--- src/rtl/nanq_pkg.sv ---
package nanq_pkg;
  localparam int NUM_FMT = 3;
  localparam int WORD_W  = 32;

  typedef enum logic [1:0] {
    FMT_HALF       = 2'd0,
    FMT_BRAIN      = 2'd1,
    FMT_SINGLE     = 2'd2,
    FMT_SINGLE_ALT = 2'd3
  } fmt_e;

  typedef enum logic [1:0] {
    STY_PLAIN     = 2'd0,
    STY_FULL      = 2'd1,
    STY_NEG_MSB   = 2'd2,
    STY_NEG_FULL  = 2'd3
  } dflt_style_e;

  // Per-lane field widths, indexed by fmt_e value
  localparam int LANE_EXP_W  [NUM_FMT] = '{5, 8, 8};
  localparam int LANE_FRAC_W [NUM_FMT] = '{10, 7, 23};

  typedef struct packed {
    logic is_nan;
    logic is_quiet;
    logic is_sig;
  } nan_class_t;
endpackage

--- src/rtl/nanq_classify.sv ---
module nanq_classify #(
  parameter int EXP_W  = 8,
  parameter int FRAC_W = 23,
  localparam int TOT_W = 1 + EXP_W + FRAC_W
) (
  input  logic [TOT_W-1:0]       word,
  input  logic                   sig_pol,
  input  logic                   no_sig,
  output nanq_pkg::nan_class_t   cls
);
  logic exp_ones;
  logic top_bit;
  logic rest_nz;
  logic any_nan;
  logic top_means_sig;
  logic top_means_quiet;

  always_comb begin
    exp_ones = &word[TOT_W-2 -: EXP_W];
    top_bit  = word[FRAC_W-1];
    rest_nz  = |word[FRAC_W-2:0];
    any_nan  = exp_ones & (top_bit | rest_nz);
    // NaN with the top fraction bit set
    top_means_sig   = exp_ones & top_bit;
    // NaN with the top fraction bit clear
    top_means_quiet = exp_ones & ~top_bit & rest_nz;

    cls.is_nan = any_nan;
    if (no_sig) begin
      cls.is_quiet = any_nan;
      cls.is_sig   = 1'b0;
    end else if (sig_pol) begin
      cls.is_quiet = top_means_quiet;
      cls.is_sig   = top_means_sig;
    end else begin
      cls.is_quiet = top_means_sig;
      cls.is_sig   = top_means_quiet;
    end
  end
endmodule

--- src/rtl/nanq_silence.sv ---
module nanq_silence #(
  parameter int EXP_W  = 8,
  parameter int FRAC_W = 23,
  localparam int TOT_W = 1 + EXP_W + FRAC_W
) (
  input  logic [TOT_W-1:0] word,
  input  logic             is_sig,
  input  logic             sig_pol,
  output logic [TOT_W-1:0] quieted
);
  always_comb begin
    quieted = word;
    if (is_sig) begin
      if (sig_pol) begin
        quieted[FRAC_W-1] = 1'b0;
        quieted[FRAC_W-2] = 1'b1;
      end else begin
        quieted[FRAC_W-1] = 1'b1;
      end
    end
  end
endmodule

--- src/rtl/nanq_dflt.sv ---
module nanq_dflt #(
  parameter int EXP_W  = 8,
  parameter int FRAC_W = 23,
  localparam int TOT_W = 1 + EXP_W + FRAC_W
) (
  input  logic                  sig_pol,
  input  nanq_pkg::dflt_style_e style,
  output logic [TOT_W-1:0]      pattern
);
  localparam logic [FRAC_W-1:0] FR_TOP   = {1'b1, {(FRAC_W-1){1'b0}}};
  localparam logic [FRAC_W-1:0] FR_ALL   = {FRAC_W{1'b1}};
  localparam logic [FRAC_W-1:0] FR_BELOW = {1'b0, {(FRAC_W-1){1'b1}}};
  localparam logic [EXP_W-1:0]  EX_ONES  = {EXP_W{1'b1}};

  logic              sgn;
  logic [FRAC_W-1:0] frac;

  always_comb begin
    unique case (style)
      nanq_pkg::STY_PLAIN: begin
        sgn  = 1'b0;
        frac = sig_pol ? FR_BELOW : FR_TOP;
      end
      nanq_pkg::STY_FULL: begin
        sgn  = 1'b0;
        frac = FR_ALL;
      end
      nanq_pkg::STY_NEG_MSB: begin
        sgn  = 1'b1;
        frac = FR_TOP;
      end
      default: begin
        sgn  = 1'b1;
        frac = FR_ALL;
      end
    endcase
    pattern = {sgn, EX_ONES, frac};
  end
endmodule

--- src/rtl/nanq_lane.sv ---
module nanq_lane #(
  parameter int EXP_W  = 8,
  parameter int FRAC_W = 23,
  localparam int TOT_W = 1 + EXP_W + FRAC_W
) (
  input  logic [TOT_W-1:0]      word,
  input  logic                  sig_pol,
  input  logic                  no_sig,
  input  nanq_pkg::dflt_style_e style,
  output nanq_pkg::nan_class_t  cls,
  output logic [TOT_W-1:0]      quieted,
  output logic [TOT_W-1:0]      dflt
);
  nanq_pkg::nan_class_t cls_w;

  nanq_classify #(.EXP_W(EXP_W), .FRAC_W(FRAC_W)) u_cls (
    .word    (word),
    .sig_pol (sig_pol),
    .no_sig  (no_sig),
    .cls     (cls_w)
  );

  nanq_silence #(.EXP_W(EXP_W), .FRAC_W(FRAC_W)) u_sil (
    .word    (word),
    .is_sig  (cls_w.is_sig),
    .sig_pol (sig_pol),
    .quieted (quieted)
  );

  nanq_dflt #(.EXP_W(EXP_W), .FRAC_W(FRAC_W)) u_dflt (
    .sig_pol (sig_pol),
    .style   (style),
    .pattern (dflt)
  );

  assign cls = cls_w;
endmodule

--- src/rtl/nan_quieter_unit.sv ---
module nan_quieter_unit #(
  parameter int WORD_W = nanq_pkg::WORD_W
) (
  input  logic              clk,
  input  logic              rst,
  input  logic [1:0]        fmt_sel,
  input  logic              sig_pol,
  input  logic              no_sig_mode,
  input  logic [1:0]        dflt_style,
  input  logic [WORD_W-1:0] operand,
  output logic              is_nan_q,
  output logic              is_quiet_q,
  output logic              is_sig_q,
  output logic [WORD_W-1:0] quieted_q,
  output logic [WORD_W-1:0] dflt_nan_q
);
  localparam int NF = nanq_pkg::NUM_FMT;

  nanq_pkg::nan_class_t  lane_cls   [NF];
  logic [WORD_W-1:0]     lane_quiet [NF];
  logic [WORD_W-1:0]     lane_dflt  [NF];
  nanq_pkg::dflt_style_e style_e;

  assign style_e = nanq_pkg::dflt_style_e'(dflt_style);

  for (genvar g = 0; g < NF; g++) begin : g_lane
    localparam int EW = nanq_pkg::LANE_EXP_W[g];
    localparam int FW = nanq_pkg::LANE_FRAC_W[g];
    localparam int TW = 1 + EW + FW;
    logic [TW-1:0] q_l;
    logic [TW-1:0] d_l;

    nanq_lane #(.EXP_W(EW), .FRAC_W(FW)) u_lane (
      .word    (operand[TW-1:0]),
      .sig_pol (sig_pol),
      .no_sig  (no_sig_mode),
      .style   (style_e),
      .cls     (lane_cls[g]),
      .quieted (q_l),
      .dflt    (d_l)
    );

    assign lane_quiet[g] = WORD_W'(q_l);
    assign lane_dflt[g]  = WORD_W'(d_l);
  end

  logic [1:0] lane_idx;
  always_comb begin
    lane_idx = fmt_sel;
    if (fmt_sel == nanq_pkg::FMT_SINGLE_ALT) lane_idx = nanq_pkg::FMT_SINGLE;
  end

  always_ff @(posedge clk) begin
    if (rst) begin
      is_nan_q   <= 1'b0;
      is_quiet_q <= 1'b0;
      is_sig_q   <= 1'b0;
      quieted_q  <= '0;
      dflt_nan_q <= '0;
    end else begin
      is_nan_q   <= lane_cls[lane_idx].is_nan;
      is_quiet_q <= lane_cls[lane_idx].is_quiet;
      is_sig_q   <= lane_cls[lane_idx].is_sig;
      quieted_q  <= lane_quiet[lane_idx];
      dflt_nan_q <= lane_dflt[lane_idx];
    end
  end
endmodule

--- config.mk ---
export PLATFORM = sky130hd
export DESIGN_NAME = nan_quieter_unit
export DESIGN_NICKNAME = d
export VERILOG_FILES = /design/src/rtl/nanq_pkg.sv /design/src/rtl/nanq_classify.sv /design/src/rtl/nanq_silence.sv /design/src/rtl/nanq_dflt.sv /design/src/rtl/nanq_lane.sv /design/src/rtl/nan_quieter_unit.sv
export SDC_FILE = /design/constraint.sdc
export NUM_CORES = 1
export LEC_CHECK = 0
export ABC_AREA = 1
export BUFFER_PORTS_ARGS = -buffer_cell sky130_fd_sc_hd__buf_2
export CAP_MARGIN = 20
export CORE_ASPECT_RATIO = 1.1
export CORE_UTILIZATION = 47
export DETAILED_ROUTE_END_ITERATION = 8
export PLACE_DENSITY = 0.84
export REMOVE_ABC_BUFFERS = 1
export SLEW_MARGIN = 30
export SYNTH_ARGS = -nofsm -noshare
export SYNTH_HDL_FRONTEND = slang
export SYNTH_SLANG_ARGS = --single-unit
--- constraint.sdc ---
create_clock -name clk -period 2 [get_ports clk]
set_input_delay 0.4 -clock clk [delete_from_list [all_inputs] [get_ports clk]]
set_output_delay 0.4 -clock clk [all_outputs]
set_load 0.02 [all_outputs]
Word-level counts from Yosys, hierarchy flattened. Cells that the tools add are included.

Register bits: 67. Bits in latches: 0. Memory bits (writable): 0. ROM bits: 0. Input port bits: 40. Output and inout bits: 67. Logic and storage cells: 66. Memories kept: 0.

Add/subtract/negate cells: 0. Multiply operators: 0. Divide/modulo/power cells: 0. $lt $le $gt $ge: 1. Equality and inequality tests: 3. Shifts and indexed selects: 0. Multiplexer cells: 30. Bitwise logic cells: 19. Reductions and logical operators: 8.

Operator list (number): 32-bit binary-select mux with 2-bit select (2); 32-bit two-way mux (4); 23-bit one-hot mux with 2 select lines (1); 23-bit two-way mux (1); 22-bit OR reduction (1); 2-bit two-way mux (10); 10-bit one-hot mux with 2 select lines (1); 8-bit AND reduction (2); 7-bit one-hot mux with 2 select lines (1); 1-bit bitwise AND (12); 10-bit two-way mux (1); 9-bit OR reduction (1); 7-bit two-way mux (1); 3-bit binary-select mux with 2-bit select (1); 3-bit two-way mux (2); 6-bit OR reduction (1); 1-bit two-way mux (5); 5-bit AND reduction (1); 2-bit == test (second input constant) (2); 3-bit greater-or-equal comparator (second input constant) (1); 1-bit NOT (3); 2-bit NOT with 3-bit output (1); 1-bit bitwise OR (3); 2-bit by 1-bit == test with 1-bit output (second input constant) (1); 2 further kinds (2).

Logic depth before layout (Yosys ltp). Gate-level depths: netlist of the first run.

Depth in word-level cells: 9. Depth in mapped cells: 10. Depth with buffers taken out: 10.

Modules after synthesis. Synthesis of the first run repeated with hierarchy kept, for this count alone.

Cells, all modules: 661. Area, all modules: 4224.1 µm².

By module, submodules not included: nan_quieter_unit (times used 1, cells each 400, area an instance 2701.3 µm²); nanq_silence at g_lane[0].u_lane.u_sil ... (times used 2, cells each 22, area an instance 135.1 µm²); nanq_dflt at g_lane[0].u_lane.u_dflt ... (times used 2, cells each 21, area an instance 132.6 µm²); nanq_silence at g_lane[2].u_lane.u_sil (times used 1, cells each 38, area an instance 255.2 µm²); nanq_dflt at g_lane[2].u_lane.u_dflt (times used 1, cells each 37, area an instance 252.7 µm²); nanq_classify at g_lane[2].u_lane.u_cls (times used 1, cells each 47, area an instance 219.0 µm²); nanq_classify at g_lane[0].u_lane.u_cls (times used 1, cells each 27, area an instance 140.1 µm²); nanq_classify at g_lane[1].u_lane.u_cls (times used 1, cells each 26, area an instance 120.1 µm²).

Worst setup path after synthesis of the first run. No wires, ideal clock.

Path kind: input -> register. Start point: input operand[5]. End point: register is_nan_q. Library setup time: 120 ps. Data arrival time: 1147 ps. Data required time: 1880 ps. Path slack: 733 ps. Cell stages on the path: 7. Path buffers: 0. Cells stage by stage: nor2_1 > inv_1 > nor2_1 > nand3_1 > nand2_1 > a21oi_1 > or2_1.

Longest elaborated chain between the ends: 6. Elaborated cells on any way between the ends: 12.

Ends and longest elaborated chain: start: declaration (RTL line nan_quieter_unit.sv:10) `input logic [WORD_W-1:0] operand,`; 22-bit OR reduction, or another cell as far along (RTL line nanq_classify.sv:21) `rest_nz = |word[FRAC_W-2:0];`; 1-bit bitwise OR (RTL line nanq_classify.sv:22) `any_nan = exp_ones & (top_bit | rest_nz);`; 1-bit bitwise AND (RTL line nanq_classify.sv:22); 3-bit binary-select mux with 2-bit select * (RTL line nan_quieter_unit.sv:61) `is_nan_q <= lane_cls[lane_idx].is_nan;`; 3-bit two-way mux * (2 in series); end signal: assignment (RTL line nan_quieter_unit.sv:61); end: declaration (RTL line nan_quieter_unit.sv:11) `output logic is_nan_q,`.

Every way passes the cells marked *; elsewhere a longest branch is shown, timed or not. The select of a mux whose other input is x is not followed. A chain may end at the register's enable or synchronous reset.

==> results.md, run 1 <==
Critical path
• CP cell instances: buf_2
• Setup Crit Path Kind: flop to primary output
• critical path data required time: 1.60 ns
• CP Launch Type: flop
• Largest stage delay, worst path: 0.42 ns
• master of the slowest instance on the critical path: dfxtp_1
• Largest delay share family, worst path: flip-flops
• buffering stage count on the worst path with inverters included: 1
• nature of the critical path endpoint: primary output
• worst path arrival time: 0.91 ns
• top fanout value on the critical path: 8

Clock network
• clk buf depth: 2
• number of gates given a new drive strength after cts: 0
• depth of the CTS H-tree: 2
• Worst-path clk slew: 0.08 ns
• CTS sink cnt: 45
• total clock buffers created by CTS: 5
• CTS tree: yes
• buffers inserted during post-CTS setup optimization: 0
• quantity of hold-fixing buffers added after cts: 0
• cell at the root of the clock tree: clkbuf_8

GRT
• gr usage total: 18.59%
• number of global-route vias before repair: 1434
• total congestion overflow: 0
• antenna violations before repair: 0
• wire length of the first global-routing pass: 6.037 mm
• maximum number of pins on one net before global-route repair: 21

Routing
• DRC violations left: 0
• violation count after the first detailed-route iteration: 62
• average wire length per cell after detail routing: 9.879 µm
• Via density: 4.460
• Post-Route WL: 3.932 mm
• 1st-pass router iterations: 4
• count of nets left with antenna violations after detail routing: 0
• total via count in the routed design: 1775

Power
• largest voltage drop on the vdd net: 0.4557 mV
• Static Leakage: 0.001413 µW
• PwrDens: 768.8 nW/µm²

Floorplan
• Die Outline Area: 4327 µm²
• number of rows in the core area: 23
• number of top-level pins: 107
• initial core utilization: 50.71%
• Die Y: 68.89 µm
• Die Span X: 62.81 µm
• placeable core area: 3770 µm²

Synth
• number of register bits inferred by synthesis: 45
• Synth Cell Area: 1912 µm²
• Seq/Total Area, Yosys: 47.12%
• number of warning messages in the yosys log: 0
• leading cell types by total area after synthesis: dfxtp_1 (47%), inv_1 (9.4%), buf_4 (9.0%), nor2_1 (9.0%), nand2_1 (6.3%)
• portion of synthesized cell area occupied by the leading cell type: 47.12%
• average cell area after synthesis: 7.353 µm²
• unique cell type count in the Yosys netlist: 23
• Post-Syn Instances: 260
• largest area contributor in the synthesized netlist: dfxtp_1

Layout
• antenna fix cells: 0
• most frequent standard cell in the layout excluding fill and tap cells: buf_2
• Synth-to-Final Area Change: 26.11%
• highest-count cells in the layout ignoring fill and taps: buf_2 (106), inv_1 (48), nor2_1 (46)
• final net count: 387
• layout cell share with drive strength beyond 1: 37.36%

Flow run
• Max-Cap Viols: 0

Timing
• unrepaired setup endpoints after global routing: false
• final cycle utilization of the critical path: 65.71%
• Total Neg Setup Slack: 0 ns
• Worst Tran Pin Value: 0.3601 ns
• Fmax: 760.9 MHz
• setup-violating endpoint count in the final report: 0
• Hold Violations, Final: 0
• Pins Over Slew Limit: 0
• worst setup margin: 0.6858 ns
• worst hold margin: 0.3102 ns
• worst slew slack as a fraction of its limit: 75.96%
• min cycle time layout: 1.314 ns

Worst hold path
• Min-Delay Path Class: primary input to flop

Place
• IO Port Bufs: 106
• worst slack at placement: 0.4499 ns
• total half-perimeter wirelength after legalization and detailed placement: 3.157 mm
• Final Wtd Congestion: 0.8665

Run status
• outcome: completed

## cell usage after synthesis, drive strengths merged
cell	n
nand4	6
or2	1
nor2	52
dfxtp	45
o21ai	8
o211ai	1
inv	52
a31oi	1
nand3	16
a21oi	12
nand2	34
buf	27
nor3	5
## cell type report
| class | instances | area (µm²) |
|---|---|---|
| Timing Repair Buffer | 107 | 538.0 |
| Clock inverter | 2 | 13.76 |
| Multi-Input combinational cell | 136 | 618.1 |
| Inverter | 52 | 195.2 |
| Tap cell | 50 | 62.56 |
| Clock buffer | 6 | 82.58 |
| Sequential cell | 45 | 900.9 |
| Fill cell | 366 | 1359 |
## registers in the layout, summed over array words and instances (netlist names)
name        flops
quieted_q      32
is_sig_q        1
is_nan_q        1
is_quiet_q      1
dflt_nan_q     10
## cells by family after synthesis
group / Yosys count / synth area share [%]
buffers and inverters: 79 / 20.55
DFF: 45 / 47.12
AOI/OAI and AO/OA: 22 / 6.348
and+or+nand+nor: 114 / 25.98
## power by group
part	switching, µW	total (µW)	internal (µW)
clock network	294	574	280
registers	14.1	955	941
logic	215	325	110
total	523	1850	1330
## per-stage QoR
step	instances	area, µm²	power (µW)	util (%)
finish	398	2411	1854	63.96
floorplan	233	1714	1156	-
CTS	398	2411	1875	63.96
global route	398	2411	1944	63.96
global placement	390	2315	1297	61.40
detailed placement	390	2315	1303	61.40
## routing by layer
layer  wire [µm]  GRT usage (%)  vias up
li1            -              -      935
met1        1639          19.17      772
met2        2030          35.33       63
met3         208          5.428        5
met4          53          8.721        0
met5           0              0        -
## worst paths after layout
check / startpoint / endpoint / slack, ns / cells after the start
setup / recovery: dflt_nan_q[30] / dflt_nan_q[27] / 0.69 / 1
hold / removal: operand[31] / quieted_q[31] / 0.31 / 3
(Power assumes the default switching activity.)
==> run 2, diff against run 1 <==
- ABC_AREA: 1 -> 0
- CORE_UTILIZATION: 47 -> 38
- PLACE_DENSITY: 0.84 -> 0.75
- clock period: 2 -> 1.14 ns (I/O delays scaled with it)
==> results.md, run 2 <==
Run status
• outcome: finished with violations, was completed
• violations in the final reports: negative setup slack

Routing
• average wire length per cell after detail routing: 12.42 µm, was 9.879 µm
• Via density: 4.797, was 4.460
• total via count in the routed design: 1655, was 1775
• 1st-pass router iterations: 4, unchanged
• DRC violations left: 0, unchanged
• violation count after the first detailed-route iteration: 41, was 62
• count of nets left with antenna violations after detail routing: 0, unchanged
• Post-Route WL: 4.284 mm, was 3.932 mm

Layout
• area taken by multi-input logic gates: 724.4 µm², was 618.1 µm²
• area taken by flip-flops and latches: 904.6 µm², was 900.9 µm²
• antenna fix cells: 0, unchanged
• most frequent standard cell in the layout excluding fill and tap cells: buf_2, unchanged
• Synth-to-Final Area Change: 44.19%, was 26.11%
• layout cell share with drive strength beyond 1: 52.23%, was 37.36%
• final net count: 331, was 387
• Post-Layout Inst Area: 2531 µm², was 2411 µm²
• highest-count cells in the layout ignoring fill and taps: buf_2 (103), dfxtp_1 (42), buf_4 (24), was buf_2 (106), inv_1 (48), nor2_1 (46)
• biggest registers after layout: quieted_q (32), dflt_nan_q (10), unchanged
• register name with the most flops: quieted_q, unchanged
• number of flip-flops under the largest register name: 32, unchanged
• number of inserted filler cells in the final layout: 392, was 366

Power
• PwrDens: 1286 nW/µm², was 768.8 nW/µm²
• largest voltage drop on the vdd net: 0.8134 mV, was 0.4557 mV
• combinational share of power: 18.4%, was 17.5%
• Sw Share: 27.09%, was 28.22%
• sw power: 881.6 µW, was 523.0 µW
• sequential cell fraction of total power: 51.4%, was 51.5%
• clock power share: 30.2%, was 31.0%
• Internal Pwr Total: 2372 µW, was 1331 µW
• Static Leakage: 0.001265 µW, was 0.001413 µW

Synth
• Seq/Total Area, Yosys: 51.32%, was 47.12%
• number of flops mapped to enable cells by yosys: 0, unchanged
• top cell types by occurrence after synthesis: dfxtp_1 (45), buf_4 (22), nor2_1 (17), was inv_1 (48), nor2_1 (46), dfxtp_1 (45)
• portion of synthesized cell area occupied by the leading cell type: 51.32%, was 47.12%
• largest area contributor in the synthesized netlist: dfxtp_1, unchanged
• unique cell type count in the Yosys netlist: 41, was 23
• number of warning messages in the yosys log: 0, unchanged
• number of register bits inferred by synthesis: 45, unchanged
• average cell area after synthesis: 9.699 µm², was 7.353 µm²
• asr flop ratio synth: 0%, unchanged
• most instantiated library cell after synthesis: dfxtp_1, was inv_1
• leading cell types by total area after synthesis: dfxtp_1 (51%), buf_4 (9.4%), and2_1 (5.7%), nor2b_1 (5.0%), nor2_1 (3.6%), was dfxtp_1 (47%), inv_1 (9.4%), buf_4 (9.0%), nor2_1 (9.0%), nand2_1 (6.3%)
• Synth Cell Area: 1755 µm², was 1912 µm²
• leading register cell type out of synthesis: dfxtp_1, unchanged
• Post-Syn Instances: 181, was 260

Floorplan
• Die Outline Area: 4896 µm², was 4327 µm²
• number of rows in the core area: 25, was 23
• initial core utilization: 40.09%, was 50.71%
• Die Y: 73.29 µm, was 68.89 µm
• placeable core area: 4379 µm², was 3770 µm²
• Die Span X: 66.81 µm, was 62.81 µm
• number of top-level pins: 107, unchanged

GRT
• gr usage total: 18.03%, was 18.59%
• wire length of the first global-routing pass: 6.541 mm, was 6.037 mm
• maximum number of pins on one net before global-route repair: 26, was 21
• antenna violations before repair: 0, unchanged
• fraction of met1 tracks used by global routing: 19.19%, was 19.17%
• total congestion overflow: 0, unchanged
• number of global-route vias before repair: 1478, was 1434
• layer carrying the most global-route usage: met2, unchanged
• met3 GRT Util: 5.124%, was 5.428%
• met2 Resource Use GR: 33.45%, was 35.33%

Clock network
• CTS sink cnt: 45, unchanged
• clk buf depth: 2, unchanged
• cell at the root of the clock tree: clkbuf_8, unchanged
• CTS tree: yes, unchanged
• total clock buffers created by CTS: 5, unchanged
• depth of the CTS H-tree: 2, unchanged
• Worst-path clk slew: 0.08 ns, about the same
• quantity of hold-fixing buffers added after cts: 0, unchanged

Critical path
• CP Launch Type: primary input, was flop
• top fanout value on the critical path: 6, was 8
• master of the slowest instance on the critical path: or4b_1, was dfxtp_1
• Setup Crit Path Kind: primary input to flop, was flop to primary output
• Largest stage delay, worst path: 0.49 ns, was 0.42 ns
• nature of the critical path endpoint: flop, was primary output
• CP cell instances: buf_2, and4b_1, nand4_4, or4b_1, o311a_1, o22ai_2, was buf_2
• critical path data required time: 1.37 ns, was 1.60 ns
• worst path arrival time: 1.52 ns, was 0.91 ns

Timing
• Pins Over Slew Limit: 0, unchanged
• worst hold margin: 0.1276 ns, was 0.3102 ns
• worst slew slack as a fraction of its limit: 77.68%, was 75.96%
• final cycle utilization of the critical path: 113.7%
• worst setup margin: -0.1556 ns, was 0.6858 ns
• Worst Tran Pin Value: 0.3344 ns, was 0.3601 ns
• min cycle time layout: 1.296 ns
• Fmax: 771.8 MHz
• setup-violating endpoint count in the final report: 5, was 0
• unrepaired setup endpoints after global routing: true, was false
• Hold Violations, Final: 0, unchanged

Worst hold path
• Min-Delay Path Class: primary input to flop, unchanged

Place
• total half-perimeter wirelength after legalization and detailed placement: 3.250 mm, was 3.157 mm
• Cell Area, Placed: 2341 µm², was 2315 µm²
• worst slack at placement: -0.5171 ns, was 0.4499 ns
• IO Port Bufs: 106, unchanged
• Final Wtd Congestion: 0.9140, was 0.8665

Flow run
• Max-Cap Viols: 0, unchanged

[run 2: changes by cell type after synthesis, sizes merged, moves of 5 or more]
cell   change
inv       -48
nor4       +7
nand2     -30
a21oi      -5
nor2      -35
nand3     -15
nor2b     +14
o21ai      -5
and2      +17
[run 2: through the flow]
| stage | setup TNS, ns | utilization (%) | instances | total power, µW |
|---|---|---|---|---|
| after floorplan | -5.854 | - | 154 | 1977 |
| after global placement | -5.741 | 53.46 | 337 | 2273 |
| after detailed placement | -5.775 | 53.46 | 337 | 2280 |
| after CTS | -0.4072 | 56.86 | 345 | 3282 |
| after global routing | -0.7827 | 57.80 | 345 | 3394 |
| final | -0.5018 | 57.80 | 345 | 3254 |
[run 2: area by class of cell]
type | instances | share of cell area (%)
Clock buffer | 7 | 3.411
Inverter | 4 | 0.5932
Multi-Input combinational cell | 105 | 28.62
Sequential cell | 45 | 35.74
Tap cell | 54 | 2.669
Timing Repair Buffer | 130 | 28.97
[run 2: cell families (layout without fill, tap and decap cells)]
kind of cell    count (synthesis)  count (layout)  synth area share [%]
buf+inv                        31             141                 11.40
mux                             2               2                 1.140
compound gates                 22              22                 8.339
simple gates                   79              79                 26.80
xor+xnor                        2               2                0.9980
flops                          45              45                 51.32
[run 2: critical path, delay by kind of cell]
| kind | cells | cell delay (ns) |
|---|---|---|
| simple gates | 3 | 0.88 |
| compound gates | 2 | 0.29 |
| buf+inv | 1 | 0.13 |
[run 2: power by group through the flow]
stage	logic [µW]	clock network [µW]	registers, µW
floorplan	105	0	1870
global placement	566	0	1710
detailed placement	572	0	1710
CTS	591	1020	1670
global route	645	1070	1680
finish	600	981	1670
[run 2: per-layer routing]
metal / wire [µm] / part of all wire, %
met1: 1706 / 40
met2: 2257 / 53
met3: 270 / 6.3
met4: 50 / 1.2
met5: 0 / 0
[run 2: repair_timing]
item,4_1_cts,5_1_grt
endpoints found under the setup margin,13,14
buffers inserted,1,0
gates resized for setup,11,8
pin swaps,7,2
[run 2: final timing paths]
check / startpoint / endpoint / slack, ns / cells after the start
setup / recovery: operand[9] / is_quiet_q / -0.16 / 6
hold / removal: operand[31] / quieted_q[31] / 0.13 / 2
==> run 3, diff against run 2 <==
- SKIP_LAST_GASP: not set -> 1
==> results.md, run 3 (same netlist as run 2, synthesis figures left out) <==
Routing
• 1st-pass router iterations: 4, unchanged
• violation count after the first detailed-route iteration: 39, was 41
• total via count in the routed design: 1644, was 1655
• Via density: 4.765, was 4.797
• average wire length per cell after detail routing: 12.38 µm, was 12.42 µm
• DRC violations left: 0, unchanged
• Post-Route WL: 4.270 mm, was 4.284 mm
• count of nets left with antenna violations after detail routing: 0, unchanged

Layout
• area taken by flip-flops and latches: 904.6 µm², unchanged
• area taken by multi-input logic gates: 729.5 µm², was 724.4 µm²
• number of inserted filler cells in the final layout: 397, was 392
• most frequent standard cell in the layout excluding fill and tap cells: buf_2, unchanged
• layout cell share with drive strength beyond 1: 52.58%, was 52.23%
• number of flip-flops under the largest register name: 32, unchanged
• Synth-to-Final Area Change: 44.12%, was 44.19%
• Layout Cells excl Fill: 345, unchanged
• biggest registers after layout: quieted_q (32), dflt_nan_q (10), unchanged
• register name with the most flops: quieted_q, unchanged
• highest-count cells in the layout ignoring fill and taps: buf_2 (104), dfxtp_1 (42), buf_4 (24), was buf_2 (103), dfxtp_1 (42), buf_4 (24)
• final net count: 331, unchanged
• antenna fix cells: 0, unchanged

Timing
• min cycle time layout: 1.313 ns, was 1.296 ns
• worst setup margin: -0.1727 ns, was -0.1556 ns
• unrepaired setup endpoints after global routing: true, unchanged
• Hold Violations, Final: 0, unchanged
• final cycle utilization of the critical path: 115.1%, was 113.7%
• setup-violating endpoint count in the final report: 5, unchanged
• Total Neg Setup Slack: -0.5564 ns, was -0.5018 ns
• Pins Over Slew Limit: 0, unchanged
• Worst Tran Pin Value: 0.3344 ns, about the same
• Fmax: 761.8 MHz, was 771.8 MHz
• worst slew slack as a fraction of its limit: 77.68%, about the same
• worst hold margin: 0.1275 ns, was 0.1276 ns

Worst hold path
• worst hold path depth: 2, unchanged
• Min-Delay Path Class: primary input to flop, unchanged
• Min-Delay Endpoint: quieted_q[31], unchanged
• Worst Min Path Start: operand[31], unchanged

GRT
• gr usage total: 18.00%, was 18.03%
• total congestion overflow: 0, unchanged
• number of global-route vias before repair: 1472, was 1478
• met3 GRT Util: 5.124%, unchanged
• maximum number of pins on one net before global-route repair: 26, unchanged
• met2 Resource Use GR: 33.22%, was 33.45%
• layer carrying the most global-route usage: met2, unchanged
• antenna violations before repair: 0, unchanged
• wire length of the first global-routing pass: 6.527 mm, was 6.541 mm
• fraction of met1 tracks used by global routing: 19.29%, was 19.19%

Floorplan
• initial core utilization: 40.09%, unchanged
• number of rows in the core area: 25, unchanged
• Die Y: 73.29 µm, unchanged
• Die Outline Area: 4896 µm², unchanged
• number of top-level pins: 107, unchanged
• Die Span X: 66.81 µm, unchanged
• placeable core area: 4379 µm², unchanged

Critical path
• Largest delay share family, worst path: simple AND/OR/NAND/NOR gates, unchanged
• nature of the critical path endpoint: flop, unchanged
• worst path arrival time: 1.54 ns, was 1.52 ns
• master of the slowest instance on the critical path: or4b_1, unchanged
• top fanout value on the critical path: 3, was 6
• Largest stage delay, worst path: 0.50 ns, was 0.49 ns
• CP Launch Type: primary input, unchanged
• Setup Crit Path Kind: primary input to flop, unchanged
• CP cell instances: buf_2, and4b_1, nand4_2, or4b_1, o311a_1, o22ai_2, was buf_2, and4b_1, nand4_4, or4b_1, o311a_1, o22ai_2
• critical path data required time: 1.37 ns, about the same
• buffering stage count on the worst path with inverters included: 1, unchanged

Clock network
• total clock buffers created by CTS: 5, unchanged
• depth of the CTS H-tree: 2, unchanged
• cell at the root of the clock tree: clkbuf_8, unchanged
• clk buf depth: 2, unchanged
• CTS tree: yes, unchanged
• CTS sink cnt: 45, unchanged
• Worst-path clk slew: 0.08 ns, about the same

Power
• PwrDens: 1285 nW/µm², was 1286 nW/µm²
• Static Leakage: 0.001276 µW, was 0.001265 µW
• largest voltage drop on the vdd net: 0.8050 mV, was 0.8134 mV

Place
• Final Wtd Congestion: 0.9140, unchanged
• total half-perimeter wirelength after legalization and detailed placement: 3.250 mm, unchanged
• IO Port Bufs: 106, unchanged
• Cells after DPL: 337, unchanged

Run status
• violations in the final reports: negative setup slack, unchanged
• outcome: finished with violations, unchanged

Flow run
• Max-Cap Viols: 0, unchanged

[run 3: stage by stage]
step | util (%) | setup slack (ns) | cell area [µm²] | power [µW]
after detailed placement | 53.46 | -0.5171 | 2341 | 2280
after global routing | 57.77 | -0.2170 | 2530 | 3394
after CTS | 56.71 | -0.1289 | 2484 | 3280
after global placement | 53.46 | -0.5118 | 2341 | 2273
final | 57.77 | -0.1727 | 2530 | 3250
after floorplan | - | -0.3835 | 1570 | 1977
[run 3: worst max path at each step]
stage	cells past startpoint	slack [ns]	to	from
2_1_floorplan	0	-0.38	dflt_nan_q[23]	dflt_nan_q[30]
3_3_place_gp	6	-0.51	is_sig_q	operand[0]
3_5_place_dp	6	-0.52	is_sig_q	operand[0]
4_1_cts	6	-0.13	is_sig_q	operand[0]
5_1_grt	6	-0.22	is_quiet_q	fmt_sel[1]
6_report	6	-0.17	is_quiet_q	fmt_sel[1]
[run 3: area by class of cell]
class | instances | area share (%)
Sequential cell | 45 | 35.76
Multi-Input combinational cell | 105 | 28.83
Timing Repair Buffer | 130 | 28.73
Clock buffer | 7 | 3.412
Tap cell | 54 | 2.671
Inverter | 4 | 0.5935
[run 3: timing repair]
item                       4_1_cts  5_1_grt
buffers inserted                 1        0
setup endpoints to repair       13       14
hold buffers                     0        0
pin swaps                        7        5
gates resized for setup         10        9
[run 3: per-layer routing]
metal  vias up  share of wire, %
li1        814                 -
met1       763                40
met2        62                52
met3         5               6.6
met4         0               1.2
met5         -                 0
[run 3: where the power goes]
group	total [µW]	switching, µW	leakage [µW]	internal [µW]
Clock	977	497	0.0000443	481
Combinational	600	358	0.000858	242
Sequential	1670	24.3	0.000373	1650
Total	3250	879	0.00128	2370
